<file path="config.mk">
export PLATFORM = sky130hd
export DESIGN_NAME = ser_emu
export DESIGN_NICKNAME = d
export VERILOG_FILES = /design/src/rtl/ser_emu_pkg.sv /design/src/rtl/ser_emu_edge.sv /design/src/rtl/ser_emu_timer.sv /design/src/rtl/ser_emu_shift.sv /design/src/rtl/ser_emu.sv
export SDC_FILE = /design/constraint.sdc
export NUM_CORES = 1
export LEC_CHECK = 0
export ABC_AREA = 0
export BUFFER_PORTS_ARGS = -buffer_cell sky130_fd_sc_hd__buf_2
export CAP_MARGIN = 10
export CORE_MARGIN = 2
export CORE_UTILIZATION = 50
export CTS_CLUSTER_SIZE = 30
export DETAILED_ROUTE_END_ITERATION = 10
export GPL_ROUTABILITY_DRIVEN = 0
export PLACE_DENSITY = 0.79
export SLEW_MARGIN = 5
export SYNTH_ARGS = -nofsm -noshare
export SYNTH_HDL_FRONTEND = slang
export SYNTH_SLANG_ARGS = --single-unit
</file>
<file path="constraint.sdc">
create_clock -name clk -period 2.7 [get_ports clk]
set_clock_uncertainty 0.2 [all_clocks]
set_input_delay 0.81 -clock clk [delete_from_list [all_inputs] [get_ports clk]]
set_output_delay 0.81 -clock clk [all_outputs]
set_load 0.01 [all_outputs]
</file>
<file path="src/rtl/ser_emu_pkg.sv">
package ser_emu_pkg;
  typedef enum logic {
    PH_CONV  = 1'b0,
    PH_SLEEP = 1'b1
  } phase_t;
endpackage

</file>
<file path="src/rtl/ser_emu_edge.sv">
module ser_emu_edge #(
  parameter bit IDLE = 1'b1
) (
  input  logic clk,
  input  logic rst,
  input  logic sck,
  input  logic cs_n,
  output logic lead,
  output logic cs_rise
);
  logic sck_q;
  logic cs_q;

  always_ff @(posedge clk) begin
    if (rst) begin
      sck_q <= IDLE;
      cs_q  <= 1'b1;
    end else begin
      sck_q <= sck;
      cs_q  <= cs_n;
    end
  end

  // A leading edge leaves the idle level.
  assign lead    = (sck != sck_q) && (sck != IDLE);
  assign cs_rise = cs_n && !cs_q;
endmodule

</file>
<file path="src/rtl/ser_emu_timer.sv">
module ser_emu_timer #(
  parameter int CONV_CYCLES = 1000
) (
  input  logic clk,
  input  logic rst,
  input  logic run,
  input  logic restart,
  output logic zero
);
  localparam int TW = (CONV_CYCLES > 1) ? $clog2(CONV_CYCLES) : 1;
  localparam logic [TW-1:0] LOAD = TW'(CONV_CYCLES - 1);

  logic [TW-1:0] cnt_q;

  always_ff @(posedge clk) begin
    if (rst)                          cnt_q <= LOAD;
    else if (restart)                 cnt_q <= LOAD;
    else if (run && cnt_q != '0)      cnt_q <= cnt_q - 1'b1;
  end

  assign zero = (cnt_q == '0);
endmodule

</file>
<file path="src/rtl/ser_emu_shift.sv">
module ser_emu_shift #(
  parameter int W = 16,
  localparam int CW = $clog2(W + 1)
) (
  input  logic          clk,
  input  logic          rst,
  input  logic          load,
  input  logic [W-1:0]  load_val,
  input  logic          advance,
  input  logic          drive,
  input  logic          conv_next,
  output logic          full,
  output logic [CW-1:0] bit_cnt,
  output logic          sdo,
  output logic          sdo_en
);
  logic [W-1:0]  sh_q, nxt_sh;
  logic [CW-1:0] cnt_q, nxt_cnt;
  logic          nxt_sdo;

  always_comb begin
    nxt_sh  = sh_q;
    nxt_cnt = cnt_q;
    if (load) begin
      nxt_sh  = load_val;
      nxt_cnt = '0;
    end else if (advance) begin
      if (cnt_q != '0) nxt_sh = {sh_q[W-2:0], 1'b0};
      nxt_cnt = cnt_q + 1'b1;
    end
    nxt_sdo = drive && (conv_next || (nxt_cnt != '0 && nxt_sh[W-1]));
  end

  always_ff @(posedge clk) begin
    if (rst) begin
      sh_q   <= '0;
      cnt_q  <= '0;
      sdo    <= 1'b0;
      sdo_en <= 1'b0;
    end else begin
      sh_q   <= nxt_sh;
      cnt_q  <= nxt_cnt;
      sdo    <= nxt_sdo;
      sdo_en <= drive;
    end
  end

  assign full    = (cnt_q == CW'(W));
  assign bit_cnt = cnt_q;
endmodule

</file>
<file path="src/rtl/ser_emu.sv">
module ser_emu
  import ser_emu_pkg::*;
#(
  parameter int W           = 16,
  parameter int CONV_CYCLES = 1000,
  parameter bit CPOL        = 1'b1
) (
  input  logic         clk,
  input  logic         rst,
  input  logic         cs_n,
  input  logic         sck,
  input  logic [W-1:0] sample_in,
  output logic         sdo,
  output logic         sdo_en
);
  localparam int CW = $clog2(W + 1);

  phase_t        phase_q, nxt_phase;
  logic          lead, cs_rise, tmr_zero, full;
  logic          load, adv, restart;
  logic [CW-1:0] bit_cnt;

  ser_emu_edge #(.IDLE(CPOL)) u_edge (
    .clk(clk), .rst(rst), .sck(sck), .cs_n(cs_n),
    .lead(lead), .cs_rise(cs_rise)
  );

  ser_emu_timer #(.CONV_CYCLES(CONV_CYCLES)) u_tmr (
    .clk(clk), .rst(rst), .run(phase_q == PH_CONV),
    .restart(restart), .zero(tmr_zero)
  );

  always_comb begin
    nxt_phase = phase_q;
    load      = 1'b0;
    adv       = 1'b0;
    restart   = 1'b0;
    unique case (phase_q)
      PH_CONV: begin
        if (tmr_zero) begin
          nxt_phase = PH_SLEEP;
          load      = 1'b1;
        end
      end
      PH_SLEEP: begin
        if (cs_rise) begin
          restart   = 1'b1;
          nxt_phase = PH_CONV;
        end else if (!cs_n && lead) begin
          if (full) begin
            restart   = 1'b1;
            nxt_phase = PH_CONV;
          end else begin
            adv = 1'b1;
          end
        end
      end
      default: nxt_phase = PH_CONV;
    endcase
  end

  always_ff @(posedge clk) begin
    if (rst) phase_q <= PH_CONV;
    else     phase_q <= nxt_phase;
  end

  ser_emu_shift #(.W(W)) u_shift (
    .clk(clk), .rst(rst), .load(load), .load_val(sample_in),
    .advance(adv), .drive(!cs_n), .conv_next(nxt_phase == PH_CONV),
    .full(full), .bit_cnt(bit_cnt), .sdo(sdo), .sdo_en(sdo_en)
  );
endmodule

</file>
Yosys cells after proc, flatten, opt, wreduce, memory -nomap -nowiden
Cells that the tools add are included.
{"block": "word_totals", "regBits": 36, "latchBits": 0, "ram_bits": 0, "rom_bits": 0, "input_bits": 20, "out_inout_bits": 2, "memories": 0}
{"block": "op_classes", "n_addsub": 2, "multipliers": 0, "div": 0, "magnitude_cmp": 0, "n_eq_ne": 2, "n_shift": 0, "n_mux": 18, "bitwise": 3, "reduce_logical": 17}
{"cell": "$mux 16", "count": 3}
{"cell": "$mux 1", "count": 12}
{"cell": "$logic_not 10->1", "count": 1}
{"cell": "$mux 5", "count": 2}
{"cell": "$reduce_bool 10->1", "count": 1}
{"cell": "$reduce_bool 5->1", "count": 2}
{"cell": "$sub 10x1->10 const B", "count": 1}
{"cell": "$logic_and 1x1->1", "count": 6}
{"cell": "$add 5x1->5 const B", "count": 1}
{"cell": "$eq 5x5->1 const B", "count": 1}
{"cell": "$reduce_bool 2->1", "count": 2}
{"cell": "$not 1->1", "count": 3}
{"cell": "$logic_not 1->1", "count": 2}
{"cell": "$pmux 1 s2", "count": 1}
{"cell": "$reduce_and 2->1", "count": 1}
{"cell": "$reduce_or 2->1", "count": 1}
{"cell": "$logic_or 1x1->1", "count": 1}
{"cell": "$ne 1x1->1", "count": 1}

Longest topological paths before layout
{"block": "logic_depth", "word_depth": 12, "depth_mapped": 8}

By module
From an unflattened synthesis, not the netlist that was laid out.
{"block": "unflattened", "cells_unflattened": 204, "area_unflattened_um2": 1869.3}
{"mod": "ser_emu_shift", "n_inst": 1, "cells_each": 128, "area_each_um2": 1198.6, "seq_area_each_um2": 460.4}
{"mod": "ser_emu_timer", "n_inst": 1, "cells_each": 57, "area_each_um2": 501.7, "seq_area_each_um2": 200.2}
{"mod": "ser_emu", "n_inst": 1, "cells_each": 13, "area_each_um2": 101.3, "seq_area_each_um2": 20.0}
{"mod": "ser_emu_edge", "n_inst": 1, "cells_each": 6, "area_each_um2": 67.6, "seq_area_each_um2": 40.0}

Worst setup path before layout
Ideal clock, no wire load.
{"block": "synth_timing", "kind": "input-to-reg", "from": "in sck", "to": "reg u_tmr.cnt_q[5]", "arrival_time_ns": 1.871, "slack_ns": 0.502, "path_stages": 4, "n_path_buf": 1, "path_cell_list": "and4bb_1 > buf_4 > a221o_1 > or3_1"}
{"block": "synth_via", "elab_chain_len": 7, "word_cells_on_any_way": 8, "cone_classes": "1 x eq/ne; 3 x mux; 1 x bitwise; 3 x reduce/logical"}
{"element": "start, declared", "line_no": "ser_emu.sv:11", "text": "input logic sck,"}
{"element": "$ne 1x1->1 or $not 1->1 (tied branches)", "line_no": "ser_emu_edge.sv:25", "text": "assign lead = (sck != sck_q) && (sck != IDLE);"}
{"element": "$logic_and 1x1->1 *", "line_no": "ser_emu_edge.sv:25"}
{"element": "$logic_and 1x1->1 *", "line_no": "ser_emu.sv:49", "text": "end else if (!cs_n && lead) begin"}
{"element": "$mux 1 *", "line_no": "ser_emu.sv:49"}
{"element": "$mux 1 *", "line_no": "ser_emu.sv:46", "text": "if (cs_rise) begin"}
{"element": "$mux 1 *", "line_no": "ser_emu.sv:38", "text": "unique case (phase_q)"}
{"element": "$reduce_or 2->1 (no line) *"}
{"element": "end signal, assigned", "line_no": "ser_emu_timer.sv:18", "text": "else if (run && cnt_q != '0) cnt_q <= cnt_q - 1'b1;"}
{"element": "end, declared", "line_no": "ser_emu_timer.sv:13", "text": "logic [TW-1:0] cnt_q;"}
Mark *: on every way between the ends. The rest lies on a longest branch, timed or not.
A chain may end at the register's enable or synchronous reset.

Final worst setup path
{"block": "layout_timing", "from": "reg u_shift.cnt_q[0], in the netlist u_shift.bit_cnt[0]", "to": "reg u_tmr.cnt_q[5]"}
{"block": "layout_via", "elab_chain_len": 6}
{"element": "start, declared", "line_no": "ser_emu_shift.sv:18", "text": "logic [CW-1:0] cnt_q, nxt_cnt;"}
{"element": "start signal, assigned", "line_no": "ser_emu_shift.sv:42", "text": "cnt_q <= nxt_cnt;"}
{"element": "$eq 5x5->1", "line_no": "ser_emu_shift.sv:48", "text": "assign full = (cnt_q == CW'(W));"}
{"element": "$mux 1", "line_no": "ser_emu.sv:50", "text": "if (full) begin"}
{"element": "$mux 1", "line_no": "ser_emu.sv:49"}
{"element": "$mux 1", "line_no": "ser_emu.sv:46"}
{"element": "$mux 1", "line_no": "ser_emu.sv:38"}
{"element": "$reduce_or 2->1 (no line)"}
Every way passes these cells.

==> flow_metrics.env <==
export IMPL_syn_nets=229
export IMPL_ys_types=46
export IMPL_root_buffer="clkbuf_4"
export IMPL_p_clk_share_pct=38.9
export IMPL_postCtsHoldBufs=0
export IMPL_grt_pass1_wl_microns=6110
export IMPL_final_hold_viol_count=0
export IMPL_post_cts_buffers=0
export IMPL_layout_nets=247
export IMPL_globalRouteTotalUtil_pct=19.2
export IMPL_clkLatencyLatePin_ns=0.34
export IMPL_wl_microns=3490
export IMPL_antenna_found_initial=0
export IMPL_synth_area_leaders="dfxtp_1, a311oi_1, nand2_1"
export IMPL_layout_drive_gt1_share_pct=18.3
export IMPL_fmaxAchievable_mhz=473
export IMPL_utilization_pct=58.0
export IMPL_yosys_area_top_type_share_pct=40.5
export IMPL_grt_pass1_vias=1361
export IMPL_n_antenna_cell=0
export IMPL_met3_usage_pct=5.18
export IMPL_crit_slowest_cell="dfxtp_1"
export IMPL_yosys_area_top_type="dfxtp_1"
export IMPL_cts_tree="yes"
export IMPL_netlist_instances=205
export IMPL_drt_iter0_drc=101
export IMPL_place_port_buffers=21
export IMPL_min_path_type="flop to flop"
export IMPL_synth_ff_type="dfxtp_1"
export IMPL_period_share_pct=78.3
export IMPL_path_cells="inv_1, ha_1, and4bb_2, a221o_1, or3_1"
export IMPL_hpwl_microns=2360
export IMPL_p_sw_share_pct=22.1
export IMPL_arrival_ns=2.15
export IMPL_grt_met2_usage_pct=28.0
export IMPL_async_flop_share_pct=0
export IMPL_p_switching_w=0.000213
export IMPL_ir_drop_mv=0.330
export IMPL_cts_htree_levels=2
export IMPL_wl_per_cell_microns=12.9
export IMPL_die_h_microns=63.7
export IMPL_start_util_pct=52.5
export IMPL_drv_cap=0
export IMPL_drc=0
export IMPL_endpoint_kind="flop"
export IMPL_numCtsBuffers=5
export IMPL_slowest_delay_ns=0.45
export IMPL_fin_crit_ns=2.12
export IMPL_synth_edf_count=0
export IMPL_synth_warnings=0
export IMPL_p_leak_nw=0.760
export IMPL_rsz0062_at_grt="no"
export IMPL_coreArea_sq_um=3390
export IMPL_pwr_share_seq_pct=56.3
export IMPL_ant_nets=0
export IMPL_max_slew_margin_rel_pct=68.4
export IMPL_setup_tns_ns=0
export IMPL_synth_commonest_cells="dfxtp_1, nand2_1, nor2_1"
export IMPL_viasPerCell=5.65
export IMPL_use_met1_pct=25.9
export IMPL_fp_dieW_microns=63.7
export IMPL_path_clk_slew_ns=0.11
export IMPL_area_growth_pct=10.5
export IMPL_rows=21
export IMPL_startpoint_type="flop"
export IMPL_busiest_layer="met2"
export IMPL_cts_sinks=36
export IMPL_r2r_slack_ns=0.58
export IMPL_vias=1526
export IMPL_overflow=0
export IMPL_crit_type="flop to flop"
export IMPL_setup_viol=0
export IMPL_dieArea_sq_um=4050
export IMPL_maxSlewViolCount=0
export IMPL_p_int_w=0.000754
export IMPL_synth_seq_cells=36
export IMPL_avgSynthCellArea_sq_um=8.68
export IMPL_combPwrFrac_pct=4.8
export IMPL_ios=22
export IMPL_crit_fanout=6
export IMPL_yosys_cell_count_top_type="dfxtp_1"
export IMPL_synth_seq_area_share_pct=40.5
export IMPL_cts_repair_resized=0
export IMPL_crit_required_ns=2.73
export IMPL_outcome="complete, no violations"
export IMPL_worst_slew_pin_slew_ns=0.473
export IMPL_dr_pass1_iters=4
export IMPL_grt_start_max_net_pins=30
export IMPL_cellPowerDensity_nw_per_um2=492
export IMPL_synth_area_sq_um=1780
export IMPL_clockBufferDepth=2
==> cell type report <==
type / instances / area [sq um]
repair buffers: 23 / 120
flip-flops and latches: 36 / 721
multi-input cells: 148 / 958
fillers: 310 / 1420
clock inverters: 2 / 35.0
well taps: 46 / 57.6
clock buffers: 6 / 41.3
inverters: 9 / 33.8
==> registers in the layout, indices dropped and copies added, names as in the netlist <==
| signal | flops |
|---|---|
| phase_q | 1 |
| u_edge.cs_q | 1 |
| u_edge.sck_q | 1 |
| u_shift.bit_cnt | 5 |
| u_shift.sdo | 1 |
| u_shift.sdo_en | 1 |
| u_shift.sh_q | 16 |
| u_tmr.cnt_q | 10 |
==> logic make-up after synthesis <==
kind of cell               Yosys count  share of synthesized area (%)
buffers and inverters               21                           5.63
adders and majority gates            4                           2.81
muxes                                2                           1.13
and+or+nand+nor                     93                           26.7
xor gates and xnor gates             6                           2.95
AOI/OAI and AO/OA                   43                           20.3
DFF                                 36                           40.5
==> power groups by stage <==
stage | logic (W) | clock network [W] | registers (W)
2_1_floorplan | 0.0000244 | 0 | 0.000556
3_3_place_gp | 0.0000452 | 0 | 0.000556
3_5_place_dp | 0.0000460 | 0 | 0.000556
4_1_cts | 0.0000465 | 0.000382 | 0.000544
5_1_grt | 0.0000521 | 0.000407 | 0.000546
6_report | 0.0000462 | 0.000376 | 0.000545
==> placed cells by master, fill, tap and decap left out, types with 2 or more instances in the layout <==
cell type  synthesis  routed
a41oi_1            2       2
nor3_1            10      10
mux2i_1            2       2
dfxtp_1           36      36
nor2_1            25      25
xor2_1             3       3
nand4_1            2       2
or2_2              2       2
clkbuf_4           0       5
buf_2              6      21
a2111oi_4          2       2
nand4bb_1          2       2
xnor2_1            3       3
a21oi_1            8       8
inv_1              9       9
o21ai_1            3       3
nand2_1           29      29
a22oi_1            2       2
and3_1             4       4
buf_4              2       2
a311oi_1          13      13
o21a_1             2       2
ha_1               4       4
nand3_1            7       7
a31oi_1            3       3
==> worst max-delay path, delay by kind of cell (launching register included) <==
family | cells | cell delay [ns]
fa+ha+maj | 1 | 0.22
buf+inv | 1 | 0.07
flops | 1 | 0.45
compound gates | 1 | 0.43
simple gates | 2 | 0.65
==> path summary, 6_finish.rpt <==
kind / start / end / cells after the start
worst min-delay path: u_shift.sh_q[0]$_SDFFE_PP0P_ / u_shift.sh_q[0]$_SDFFE_PP0P_ / 2
worst max-delay path: u_shift.bit_cnt[0]$_SDFF_PP0_ / u_tmr.cnt_q[5]$_SDFFE_PP1P_ / 5
worst max register to register: u_shift.bit_cnt[0]$_SDFF_PP0_ / u_tmr.cnt_q[5]$_SDFFE_PP1P_ / 5
worst min register to register: u_shift.sh_q[0]$_SDFFE_PP0P_ / u_shift.sh_q[0]$_SDFFE_PP0P_ / 2
==> metal layers <==
layer  vias to the layer above  part of all wire (%)  routed length [microns]
met3                         6                   4.6                      161
met4                         0                   1.7                       58
li1                        784                     -                        -
met2                        37                    44                     1540
met5                         -                     0                        0
met1                       699                    50                     1730
==> through the flow <==
step	total power, W	instance area [sq um]	cells	hold slack (ns)	setup WS, ns
3_5_place_dp	0.000602	1890	262	0.261	0.364
3_3_place_gp	0.000601	1890	262	0.255	0.387
5_1_grt	0.00101	1970	270	0.310	0.391
6_report	0.000967	1970	270	0.275	0.585
2_1_floorplan	0.000580	1780	205	0.248	0.502
4_1_cts	0.000973	1970	270	0.277	0.589
Note: power is estimated with default switching activity, not from simulation.
